$ cat src/rtl/uart_chan_pkg.sv
package uart_chan_pkg;

  typedef enum logic [1:0] {
    A_MODE = 2'd0,
    A_STAT = 2'd1,
    A_CMD  = 2'd2,
    A_HOLD = 2'd3
  } reg_addr_e;

  typedef enum logic [3:0] {
    C_NOP     = 4'd0,
    C_PTR_RST = 4'd1,
    C_RX_RST  = 4'd2,
    C_TX_RST  = 4'd3,
    C_ERR_RST = 4'd4,
    C_BRK_RST = 4'd5
  } cmd_code_e;

  localparam int SB_RXRDY = 0;
  localparam int SB_FULL  = 1;
  localparam int SB_TXRDY = 2;
  localparam int SB_TXEMT = 3;
  localparam int SB_OVR   = 4;
  localparam int SB_PAR   = 5;
  localparam int SB_FRM   = 6;
  localparam int SB_BRK   = 7;

  function automatic int unsigned ptr_next(input int unsigned p, input int unsigned depth);
    return (p + 1 >= depth) ? 0 : p + 1;
  endfunction

  function automatic logic [7:0] pack_status(input logic rxrdy, input logic full,
                                             input logic txrdy, input logic ovr,
                                             input logic brk);
    logic [7:0] s;
    s = '0;
    s[SB_RXRDY] = rxrdy;
    s[SB_FULL]  = full;
    s[SB_TXRDY] = txrdy;
    s[SB_TXEMT] = txrdy;
    s[SB_OVR]   = ovr;
    s[SB_PAR]   = 1'b0;
    s[SB_FRM]   = 1'b0;
    s[SB_BRK]   = brk;
    return s;
  endfunction

endpackage

$ cat src/rtl/uart_chan_cmd_dec.sv
module uart_chan_cmd_dec
  import uart_chan_pkg::*;
(
  input  logic       cmd_wr,
  input  logic [7:0] cmd_byte,
  output logic       rx_on,
  output logic       rx_off,
  output logic       tx_on,
  output logic       tx_off,
  output logic       do_ptr_rst,
  output logic       do_rx_rst,
  output logic       do_tx_rst,
  output logic       do_err_rst,
  output logic       do_brk_rst
);
  cmd_code_e code;

  always_comb begin
    code       = cmd_code_e'(cmd_byte[7:4]);
    rx_on      = cmd_wr && cmd_byte[0];
    rx_off     = cmd_wr && cmd_byte[1];
    tx_on      = cmd_wr && cmd_byte[2];
    tx_off     = cmd_wr && cmd_byte[3];
    do_ptr_rst = 1'b0;
    do_rx_rst  = 1'b0;
    do_tx_rst  = 1'b0;
    do_err_rst = 1'b0;
    do_brk_rst = 1'b0;
    if (cmd_wr) begin
      case (code)
        C_PTR_RST: do_ptr_rst = 1'b1;
        C_RX_RST:  do_rx_rst  = 1'b1;
        C_TX_RST:  do_tx_rst  = 1'b1;
        C_ERR_RST: do_err_rst = 1'b1;
        C_BRK_RST: do_brk_rst = 1'b1;
        default:   ;
      endcase
    end
  end
endmodule

$ cat src/rtl/uart_chan_mode_regs.sv
module uart_chan_mode_regs #(
  parameter int DW = 8
) (
  input  logic          clk,
  input  logic          rst_n,
  input  logic          access,
  input  logic          wr,
  input  logic [DW-1:0] wdata,
  input  logic          ptr_rst,
  output logic [DW-1:0] rdata,
  output logic          ptr
);
  logic [DW-1:0] mode_q [2];

  always_ff @(posedge clk) begin
    if (!rst_n) begin
      mode_q[0] <= '0;
      mode_q[1] <= '0;
      ptr       <= 1'b0;
    end else begin
      if (access && wr) mode_q[ptr] <= wdata;
      if (access) ptr <= 1'b1;
      else if (ptr_rst) ptr <= 1'b0;
    end
  end

  assign rdata = mode_q[ptr];
endmodule

$ cat src/rtl/uart_chan_rxfifo.sv
module uart_chan_rxfifo #(
  parameter int DW    = 8,
  parameter int DEPTH = 3
) (
  input  logic                       clk,
  input  logic                       rst_n,
  input  logic                       clr,
  input  logic                       push,
  input  logic [DW-1:0]              push_data,
  input  logic                       pop,
  output logic [DW-1:0]              head,
  output logic [$clog2(DEPTH+1)-1:0] count
);
  localparam int PW = (DEPTH > 1) ? $clog2(DEPTH) : 1;
  localparam int CW = $clog2(DEPTH + 1);
  localparam logic [CW-1:0] FULLV = CW'(DEPTH);

  logic [DW-1:0] mem [DEPTH];
  logic [PW-1:0] wr_ptr, rd_ptr;
  logic          do_push, do_pop;

  assign do_push = push && (count != FULLV);
  assign do_pop  = pop && (count != '0);

  always_ff @(posedge clk) begin
    if (!rst_n) begin
      for (int i = 0; i < DEPTH; i++) mem[i] <= '0;
      wr_ptr <= '0;
      rd_ptr <= '0;
      count  <= '0;
    end else if (clr) begin
      wr_ptr <= '0;
      rd_ptr <= '0;
      count  <= '0;
    end else begin
      if (do_push) begin
        mem[wr_ptr] <= push_data;
        wr_ptr <= PW'(uart_chan_pkg::ptr_next(32'(wr_ptr), DEPTH));
      end
      if (do_pop) rd_ptr <= PW'(uart_chan_pkg::ptr_next(32'(rd_ptr), DEPTH));
      count <= CW'(count + CW'(do_push) - CW'(do_pop));
    end
  end

  assign head = mem[rd_ptr];
endmodule

$ cat src/rtl/uart_chan_regs.sv
module uart_chan_regs
  import uart_chan_pkg::*;
#(
  parameter int DW         = 8,
  parameter int FIFO_DEPTH = 3
) (
  input  logic          clk,
  input  logic          rst_n,
  input  logic [1:0]    reg_addr,
  input  logic          reg_wr,
  input  logic          reg_rd,
  input  logic [DW-1:0] reg_wdata,
  output logic [DW-1:0] reg_rdata,
  input  logic          rx_valid,
  input  logic [DW-1:0] rx_data,
  output logic          rx_ready,
  input  logic          brk_pulse,
  output logic          tx_valid,
  output logic [DW-1:0] tx_data,
  output logic          irq_txrdy,
  output logic          irq_rxrdy,
  output logic          irq_brk
);
  localparam int CW = $clog2(FIFO_DEPTH + 1);
  localparam logic [CW-1:0] FULLV = CW'(FIFO_DEPTH);

  reg_addr_e addr;
  assign addr = reg_addr_e'(reg_addr);

  // state
  logic rx_en_q, tx_rdy_q, ovr_q, brk_q, irq_brk_q;
  logic rx_en_n, tx_rdy_n, ovr_n, brk_n, irq_brk_n;

  // bus decode
  logic cmd_wr, hold_wr, hold_rd, mode_acc;
  assign cmd_wr   = reg_wr && (addr == A_CMD);
  assign hold_wr  = reg_wr && (addr == A_HOLD);
  assign hold_rd  = reg_rd && !reg_wr && (addr == A_HOLD);
  assign mode_acc = (reg_wr || reg_rd) && (addr == A_MODE);

  // command decode
  logic rx_on, rx_off, tx_on, tx_off;
  logic do_ptr_rst, do_rx_rst, do_tx_rst, do_err_rst, do_brk_rst;

  uart_chan_cmd_dec u_cmd (
    .cmd_wr    (cmd_wr),
    .cmd_byte  (reg_wdata[7:0]),
    .rx_on     (rx_on),
    .rx_off    (rx_off),
    .tx_on     (tx_on),
    .tx_off    (tx_off),
    .do_ptr_rst(do_ptr_rst),
    .do_rx_rst (do_rx_rst),
    .do_tx_rst (do_tx_rst),
    .do_err_rst(do_err_rst),
    .do_brk_rst(do_brk_rst)
  );

  // mode registers
  logic [DW-1:0] mode_rdata;
  logic          mode_ptr;

  uart_chan_mode_regs #(.DW(DW)) u_mode (
    .clk    (clk),
    .rst_n  (rst_n),
    .access (mode_acc),
    .wr     (reg_wr),
    .wdata  (reg_wdata),
    .ptr_rst(do_ptr_rst),
    .rdata  (mode_rdata),
    .ptr    (mode_ptr)
  );

  // receive queue and named events
  logic [CW-1:0] fifo_cnt;
  logic [DW-1:0] fifo_head, push_data;
  logic          fifo_full, fifo_empty;
  logic          ev_push, ev_pop, ev_overrun, ev_brk_set, ev_brk_defer, ev_rx_take;

  assign fifo_full    = (fifo_cnt == FULLV);
  assign fifo_empty   = (fifo_cnt == '0);
  assign rx_ready     = rx_en_q && !fifo_full && !brk_pulse;
  assign ev_rx_take   = rx_valid && rx_ready;
  assign ev_push      = (brk_pulse && !fifo_full) || ev_rx_take;
  assign ev_overrun   = fifo_full && (brk_pulse || (rx_valid && rx_en_q));
  assign ev_pop       = hold_rd && !fifo_empty;
  assign ev_brk_set   = brk_pulse && !brk_q;
  assign ev_brk_defer = ev_pop && brk_q;
  assign push_data    = brk_pulse ? '0 : rx_data;

  uart_chan_rxfifo #(.DW(DW), .DEPTH(FIFO_DEPTH)) u_fifo (
    .clk      (clk),
    .rst_n    (rst_n),
    .clr      (do_rx_rst),
    .push     (ev_push),
    .push_data(push_data),
    .pop      (ev_pop),
    .head     (fifo_head),
    .count    (fifo_cnt)
  );

  // next state
  always_comb begin
    rx_en_n = rx_en_q;
    if (rx_on)     rx_en_n = 1'b1;
    if (rx_off)    rx_en_n = 1'b0;
    if (do_rx_rst) rx_en_n = 1'b0;

    tx_rdy_n = tx_rdy_q;
    if (tx_on)     tx_rdy_n = 1'b1;
    if (tx_off)    tx_rdy_n = 1'b0;
    if (do_tx_rst) tx_rdy_n = 1'b0;

    ovr_n = ovr_q;
    if (ev_overrun) ovr_n = 1'b1;
    if (do_err_rst) ovr_n = 1'b0;

    brk_n = brk_q;
    if (ev_brk_defer) brk_n = 1'b0;
    if (ev_brk_set)   brk_n = 1'b1;
    if (do_err_rst)   brk_n = 1'b0;

    irq_brk_n = irq_brk_q;
    if (ev_brk_set || ev_brk_defer) irq_brk_n = 1'b1;
    if (do_brk_rst)                 irq_brk_n = 1'b0;
  end

  always_ff @(posedge clk) begin
    if (!rst_n) begin
      rx_en_q   <= 1'b0;
      tx_rdy_q  <= 1'b0;
      ovr_q     <= 1'b0;
      brk_q     <= 1'b0;
      irq_brk_q <= 1'b0;
      tx_valid  <= 1'b0;
      tx_data   <= '0;
    end else begin
      rx_en_q   <= rx_en_n;
      tx_rdy_q  <= tx_rdy_n;
      ovr_q     <= ovr_n;
      brk_q     <= brk_n;
      irq_brk_q <= irq_brk_n;
      tx_valid  <= hold_wr && tx_rdy_q;
      if (hold_wr && tx_rdy_q) tx_data <= reg_wdata;
    end
  end

  // read mux
  logic [7:0] status;
  assign status = pack_status(!fifo_empty, fifo_full, tx_rdy_q, ovr_q, brk_q);

  always_comb begin
    case (addr)
      A_MODE:  reg_rdata = mode_rdata;
      A_STAT:  reg_rdata = DW'(status);
      A_HOLD:  reg_rdata = fifo_head;
      default: reg_rdata = '0;
    endcase
  end

  assign irq_txrdy = tx_rdy_q;
  assign irq_rxrdy = !fifo_empty;
  assign irq_brk   = irq_brk_q;
endmodule

$ cat config.mk
export PLATFORM = sky130hd
export DESIGN_NAME = uart_chan_regs
export DESIGN_NICKNAME = d
export VERILOG_FILES = /design/src/rtl/uart_chan_pkg.sv /design/src/rtl/uart_chan_cmd_dec.sv /design/src/rtl/uart_chan_mode_regs.sv /design/src/rtl/uart_chan_rxfifo.sv /design/src/rtl/uart_chan_regs.sv
export SDC_FILE = /design/constraint.sdc
export NUM_CORES = 1
export LEC_CHECK = 0
export ABC_AREA = 1
export BUFFER_PORTS_ARGS = -buffer_cell sky130_fd_sc_hd__buf_2
export CAP_MARGIN = 15
export CORE_MARGIN = 8
export CORE_UTILIZATION = 45
export DETAILED_ROUTE_END_ITERATION = 10
export PLACE_DENSITY_LB_ADDON = 0.2
export SLEW_MARGIN = 20
export SYNTH_ARGS = -nofsm -noshare
export SYNTH_HDL_FRONTEND = slang
export SYNTH_SLANG_ARGS = --single-unit
$ cat constraint.sdc
create_clock -name clk -period 2.6 [get_ports clk]
set_clock_uncertainty 0.2 [all_clocks]
set_input_delay 0.52 -clock clk [delete_from_list [all_inputs] [get_ports clk]]
set_output_delay 0.52 -clock clk [all_outputs]
set_load 0.01 [all_outputs]
== After elaboration in Yosys (flattened, before gate mapping) ==
Memory sizes are Yosys's and may differ from the RTL's. A register that Yosys moved wholly into a read port is not among the register bits.
Index checks and enable logic that the tools add are counted.
Storage, ports and cells
  bits in registers: 21
  bits in writable memories: 40
  input port bits: 24
  output and inout port bits: 21
  word-level logic and storage cells: 109
  memories: 2
Operators by class
  add/sub/neg operators: 4
  magnitude comparators: 2
  equal/unequal tests: 10
  mux-type cells: 36
  bitwise gates (word level): 1
  reductions and logical operators: 43
Memories
  u_fifo.mem: words 3, width 8, rd ports 1, clocked after Yosys merged registers in 1, write ports 3, line uart_chan_rxfifo.sv:18  | logic [DW-1:0] mem [DEPTH];
  u_mode.mode_q: words 2, width 8, rd ports 1, clocked after Yosys merged registers in 1, write ports 2, line uart_chan_mode_regs.sv:13  | logic [DW-1:0] mode_q [2];
Operator list (number)
  two-way mux 1 bit: 27
  two-way mux 8 bit: 3
  one-hot mux 8 bit (3 select lines): 1
  logical AND 1 bit: 22
  OR reduction 8 bit: 2
  two-way mux 2 bit: 5
  equality test 4 x 2 -> 1 bit, second input constant: 2
  equality test 4 x 3 -> 1 bit, second input constant: 2
  adder 2 x 1 -> 3 bit, second input constant: 2
  equality test 2 bit, second input constant: 3
  >= comparator 3 x 2 -> 1 bit, second input constant: 2
  nonzero test 2 bit: 3
  OR reduction 2 bit: 3
  OR reduction 3 bit: 2
  logical NOT 1 bit: 5
  equality test 4 x 1 -> 1 bit, second input constant: 1
  logical NOT 2 bit: 2
  logical OR 1 bit: 4
  adder 2 x 1 -> 2 bit: 1
  equality test 2 x 1 -> 1 bit, second input constant: 1
  inequality test 2 bit, second input constant: 1
  subtractor 2 x 1 -> 2 bit: 1
  NOT 1 bit: 1

== Depth between registers and ports, before layout ==
Gate-level depths: netlist of the first run.
  word-level depth: 13
  depth in mapped cells: 11
  gate-level depth less buffers: 10

== Hierarchy ==
A second synthesis of the first run with hierarchy kept.
Second synthesis, totals
  cell total of the unflattened synthesis: 408
  area total of the unflattened synthesis: 3483.3 µm²
Modules (own cells, without submodules)
  uart_chan_rxfifo: times used 1, cells each 185, area an instance 1830.5 µm², seq. area each 1121.1 µm²
  uart_chan_mode_regs: times used 1, cells each 77, area an instance 797.0 µm², seq. area each 520.5 µm²
  uart_chan_regs: times used 1, cells each 122, area an instance 760.7 µm², seq. area each 280.3 µm²
  uart_chan_cmd_dec: times used 1, cells each 24, area an instance 95.1 µm², seq. area each 0.0 µm²

== Worst setup path before layout of the first run ==
Ideal clock, no wire load.
  path type: input to register
  from: input reg_wr
  to: memory u_fifo.mem[3][0] (enable)
  setup time: 0.383 ns
  arrival time: 1.611 ns
  data required time: 2.017 ns
  path slack: 0.406 ns
  stages: 6
  path buffers: 1
  cell sequence: buf_4 inv_1 nor2_2 nand2_4 nand2_2 nor3_1
RTL lines
  from (decl): line uart_chan_regs.sv:10  | input logic reg_wr,
  to (decl): line uart_chan_rxfifo.sv:18

==> results of run 1 <==
## power groups by stage
stage | Clock [mW] | Combinational (mW) | Sequential (mW)
after floorplan | 0 | 0.164 | 1.31
after global placement | 0 | 0.242 | 1.32
after global routing | 0.837 | 0.277 | 1.30
after CTS | 0.787 | 0.247 | 1.29
final | 0.777 | 0.245 | 1.29
after detailed placement | 0 | 0.247 | 1.32
## metrics by stage
stage	worst slack, ps	util (%)	instances
finish	273	53.0	523
global route	109	53.0	523
CTS	257	53.0	523
detailed placement	372	50.6	507
global placement	441	50.6	507
floorplan	406	-	369
## layout make-up
cell class | instances | area share [%]
clock buffer | 9 | 3.26
tap | 99 | 3.26
sequential | 72 | 50.5
clock inverter | 7 | 1.28
timing repair buffer | 50 | 6.98
inverter | 39 | 3.92
multi-input combinational | 247 | 30.8
## critical path: stages (launching register included)
cell	delay (ps)
dfxtp_1	310
inv_1	380
o21ai_0	190
nand2_1	110
nand2_1	60
nand2_1	90
buf_2	140
## synth_stat cells (all sizes together)
master	count	area [sq um]
nor2	99	374
nand2	69	272
edfxtp	48	1440
inv	37	139
o21ai	30	150
dfxtp	24	480
nand3	19	113
buf	10	66.3
nand4	9	114
a21oi	8	47.6
o211ai	4	30.0
nor3	3	15.0
clkinv	2	10.0
ha	2	25.0
clkbuf	1	3.75
nand2b	1	6.26
nand3b	1	7.51
o21a	1	7.51
xor2	1	8.76
## cell usage in the layout (no fill, tap or decap), types with 6 or more instances in the layout
cell / n
dfxtp_1: 24
nand3_1: 17
a21oi_1: 6
buf_2: 44
nand2_1: 66
buf_4: 6
edfxtp_1: 48
nor2_1: 98
clkbuf_8: 9
o21ai_0: 30
inv_1: 33
## flip-flops by register name, indices dropped and copies added (netlist names), 2 cells and up, named ones only
signal         count
u_mode.mode_q     16
u_fifo.count       2
tx_data            8
u_fifo.wr_ptr      2
u_fifo.rd_ptr      2
u_fifo.mem        32
## metal layers
layer / vias to the layer above / wire [um]
met5: - / 0
met2: 71 / 3570
met1: 1181 / 3510
met4: 0 / 187
li1: 1308 / -
met3: 14 / 469
## cell families (layout without fill, tap and decap cells)
logic type               count (synthesis)  in the layout  synth area share, %
AND/OR/NAND/NOR                        201            201                 27.2
adder cells (fa/ha/maj)                  2              2                0.756
AO/OA/AOI/OAI                           43             43                 7.11
flip-flops                              72             72                 58.0
buffers and inverters                   50            105                 6.61
XOR/XNOR                                 1              1                0.265
## final timing paths
| check | startpoint | to | slack (ps) | cells after the start |
|---|---|---|---|---|
| max | flop | reg_rdata[3] | 270 | 6 |
| max reg2reg | u_fifo.count[1] | u_fifo.count[1] | 670 | 10 |
| min | reg_wdata[3] | tx_data[3] | 240 | 3 |
| min reg2reg | tx_data[5] | tx_data[5] | 280 | 2 |
==> out/results.ini, run 1 <==
[outcome]
status=completed

[synth]
yosys_register_bits=72
ys_types=30
synth_nets=395
syn_area_per_cell_sq_um=8.97
ys_warn_count=0
mappedNetlistArea_sq_um=3310
syn_inst=369
synth-seq-area-share_pct=58.0

[flow_run]
drv_cap=0

[cells_and_area]
regArea_sq_um=1920
layout.nets=445
num-fill-cells=685
diodes=0
layout-drive-gt1-share_pct=20.0
finalInstanceArea_sq_um=3800
area_growth_pct=14.9
multiInputGateArea_sq_um=1170

[clocking]
cts_tree=done
cts_resized=0
post_cts_buffers=0
clk_latency_ps=340
clkSlewWorstSetupHoldPaths_ps=70
cts_buffers=9
clockRootBuffer=clkbuf_8
cts_hold_buf=0
cts_buffer_depth=2
clock_sinks=72
htree_num_levels=3

[global_route]
grt_pass1_wl_um=12300
first_global_vias=2599
grt_use_met2_pct=24.3
grt_util_met1_pct=20.1
antenna_found_initial=0
gr-total-overflow=0
gr-usage-met3_pct=3.71
grt-busiest-layer=met2
grt_max_degree=17
grtUsageTotal_pct=15.7

[power]
power.share.sequential_pct=55.8
leakage_nw=1.65
comb_power_share_pct=10.6
fin_total_pwr_mw=2.31
swShare_pct=27.0
p_clk_share_pct=33.6
p_switching_uw=624
peakVddDrop_mv=0.316
intPower_mw=1.69
p_per_area_nw_per_um2=609

[timing]
hold_violations=0
tightest_slew_ps=507
timing.fmax_ghz=0.430
rsz0062_at_grt=no
slew_headroom_pct=66.2
setup_viol_count_final=0
setup_tns_ps=0
finalCritPeriodShare_pct=89.5
finalCriticalPeriod_ps=2330
slew_viol_final=0
holdWs_ps=243

[placed_design]
place_hpwl_um=5670
place.gp.congestion=0.865
placed_area_sq_um=3630
port-buffer-count=44

[floorplan]
ioPinCount=45
start_util_pct=46.1
die_area_sq_um=10400
die_x_um=102
core-area_sq_um=7180
rows=31
die_h_um=102

[routing]
viasPerCell=4.92
wl_per_cell_um=14.8
routed_wirelength_um=7740
drc=0
postRouteAntennaNets=0
firstDrtPassIters=4
drtIter0Drc=119
via_count=2574

[critical_path]
cp.arrival_ps=1610
path_max_fanout=16
cp-start-kind=flop
cp.required_ps=1880
cp-end-kind=output pin
path_class=reg2out

[worst_hold_path]
hold_path.class=in2reg

Note: power is estimated with default switching activity, not from simulation.
==> inputs of run 2 (changes only) <==
- SETUP_SLACK_MARGIN: unset -> 0.3
==> run 2 against run 1 <==
Final cell count up 1.1%. Register-to-register slack about the same. Fmax up 2.7%. Setup slack better by 61 ps. Largest cell class unchanged.
==> out/results.ini, run 2 (synthesis gave the netlist of run 1 again) <==
[clocking]
clock_sinks=72  ; unchanged
cts_tree=done
cts_buffer_depth=2  ; unchanged
htree_num_levels=3  ; unchanged
clkSlewWorstSetupHoldPaths_ps=70  ; about the same
clockRootBuffer=clkbuf_8
cts_buffers=9  ; unchanged
clk_latency_ps=340  ; about the same
cts_hold_buf=0  ; unchanged

[timing]
tightest_slew_ps=424  ; -82.9 ps
setup_viol_count_final=0  ; unchanged
timing.fmax_ghz=0.441  ; +2.7%
setup_tns_ps=0  ; unchanged
finalCritPeriodShare_pct=87.2  ; -2.3 points
holdWs_ps=245  ; +1.86 ps
hold_violations=0  ; unchanged
finalCriticalPeriod_ps=2270  ; -60.5 ps
slew_viol_final=0  ; unchanged
slew_headroom_pct=71.8  ; +5.6 points
rsz0062_at_grt=yes

[placed_design]
placed_area_sq_um=3630  ; unchanged
place.gp.congestion=0.865  ; unchanged
placed_cells=507  ; unchanged
port-buffer-count=44  ; unchanged
place_hpwl_um=5670  ; unchanged

[cells_and_area]
final_common_cell=nor2_1
largest_reg_flops=32  ; unchanged
fin_util_pct=55.6  ; +2.6 points
area_growth_pct=20.5
diodes=0  ; unchanged
layout.nets=451  ; +1.3%
largest-register=u_fifo.mem
fin_cells=529  ; +1.1%
top_regs=u_fifo.mem x32, u_mode.mode_q x16, tx_data x8
finalInstanceArea_sq_um=3990  ; +4.9%
final_cell_mix=nor2_1 (98), nand2_1 (58), edfxtp_1 (48)
num-fill-cells=670  ; -2.2%
layout-drive-gt1-share_pct=27.2  ; +7.2 points

[global_route]
grt_pass1_wl_um=12400  ; +0.28%
grt-busiest-layer=met2
grtUsageTotal_pct=15.8  ; +0.044 points
grt_use_met2_pct=24.2  ; -0.10 points
grt_util_met1_pct=20.3  ; +0.13 points
gr-usage-met3_pct=3.71  ; unchanged
grt_max_degree=17  ; unchanged
antenna_found_initial=0  ; unchanged
gr-total-overflow=0  ; unchanged
first_global_vias=2607  ; +0.31%

[routing]
wl_per_cell_um=15.1  ; +2.0%
drc=0  ; unchanged
firstDrtPassIters=4  ; unchanged
via_count=2648  ; +2.9%
drtIter0Drc=122  ; +2.5%
postRouteAntennaNets=0  ; unchanged
viasPerCell=5.01  ; +1.7%
routed_wirelength_um=7990  ; +3.2%

[flow_run]
drv_cap=0  ; unchanged

[floorplan]
die_area_sq_um=10400  ; unchanged
ioPinCount=45  ; unchanged
rows=31  ; unchanged
die_x_um=102  ; unchanged
die_h_um=102  ; unchanged
start_util_pct=46.1  ; unchanged
core-area_sq_um=7180  ; unchanged

[worst_hold_path]
worstHoldStart=reg_wdata[3]
hold_depth=3  ; unchanged
hold_path.class=in2reg
hold_end=tx_data[3]

[critical_path]
path_class=reg2out
cp.required_ps=1880  ; about the same
r2r_setup_slack_ps=660  ; about the same
cp-start-kind=flop
path_max_fanout=5  ; -11
cp-end-kind=output pin
worstReg2RegStart=u_fifo.count[1]
r2r_cells=10  ; unchanged
r2r-end=u_fifo.count[1]
cp.arrival_ps=1550  ; -60 ps

[power]
leakage_nw=1.72  ; +4.4%
peakVddDrop_mv=0.316  ; about the same
p_per_area_nw_per_um2=585  ; -3.9%

[outcome]
status=completed

run 2: changes by cell type in the layout (fill, tap and decap cells not counted), sizes merged:
cell,delta
clkinvlp,+3
inv,-2
buf,+4
clkbuf,+1
run 2: layout make-up:
type | count | area [sq um] | area share, %
Timing Repair inverter | 1 | 5.00 | 0.125
Inverter | 39 | 156 | 3.92
Clock buffer | 9 | 124 | 3.10
Timing Repair Buffer | 55 | 340 | 8.53
Sequential cell | 72 | 1930 | 48.3
Tap cell | 99 | 124 | 3.10
Clock inverter | 7 | 48.8 | 1.22
Multi-Input combinational cell | 247 | 1260 | 31.7
run 2: worst max-delay path by stage:
| stage | slack [ps] | from | to |
|---|---|---|---|
| 4_1_cts | 300 | flop | reg_rdata[3] |
| 2_1_floorplan | 410 | reg_wr | u_fifo.mem[3][0] |
| 3_3_place_gp | 440 | reg_addr[1] | u_fifo.count[1] |
| 3_5_place_dp | 370 | reg_addr[1] | u_fifo.count[1] |
| 5_1_grt | 270 | flop | reg_rdata[4] |
| 6_report | 330 | flop | reg_rdata[0] |
run 2: routing by layer:
| metal | vias up | wire length, um |
|---|---|---|
| met5 | - | 0 |
| li1 | 1327 | - |
| met3 | 14 | 597 |
| met4 | 0 | 185 |
| met2 | 76 | 3750 |
| met1 | 1231 | 3450 |
run 2: power by group:
| part | total [mW] | internal [mW] | switching, mW |
|---|---|---|---|
| Combinational | 0.261 | 0.0871 | 0.174 |
| Sequential | 1.29 | 1.27 | 0.0252 |
| Clock | 0.780 | 0.343 | 0.437 |
| Total | 2.33 | 1.70 | 0.636 |
run 2: critical path: stages (launching register included):
cell and delay (ps):
dfxtp_4 380, clkinvlp_4 190, buf_12 200, nand2_1 70
nand3_2 80, nand3_2 70, o211ai_1 80, buf_2 150
run 2: repair_timing:
item	4_1_cts	5_1_grt
buffers inserted	2	2
pin swaps	0	7
resized for setup	2	29
gates cloned	0	2
endpoints found under the setup margin	5	8
run 2: through the flow:
stage	setup WS, ps	power, mW
after floorplan	406	1.47
after global placement	441	1.56
after detailed placement	372	1.56
after CTS	296	2.33
after global routing	268	2.43
final	334	2.33
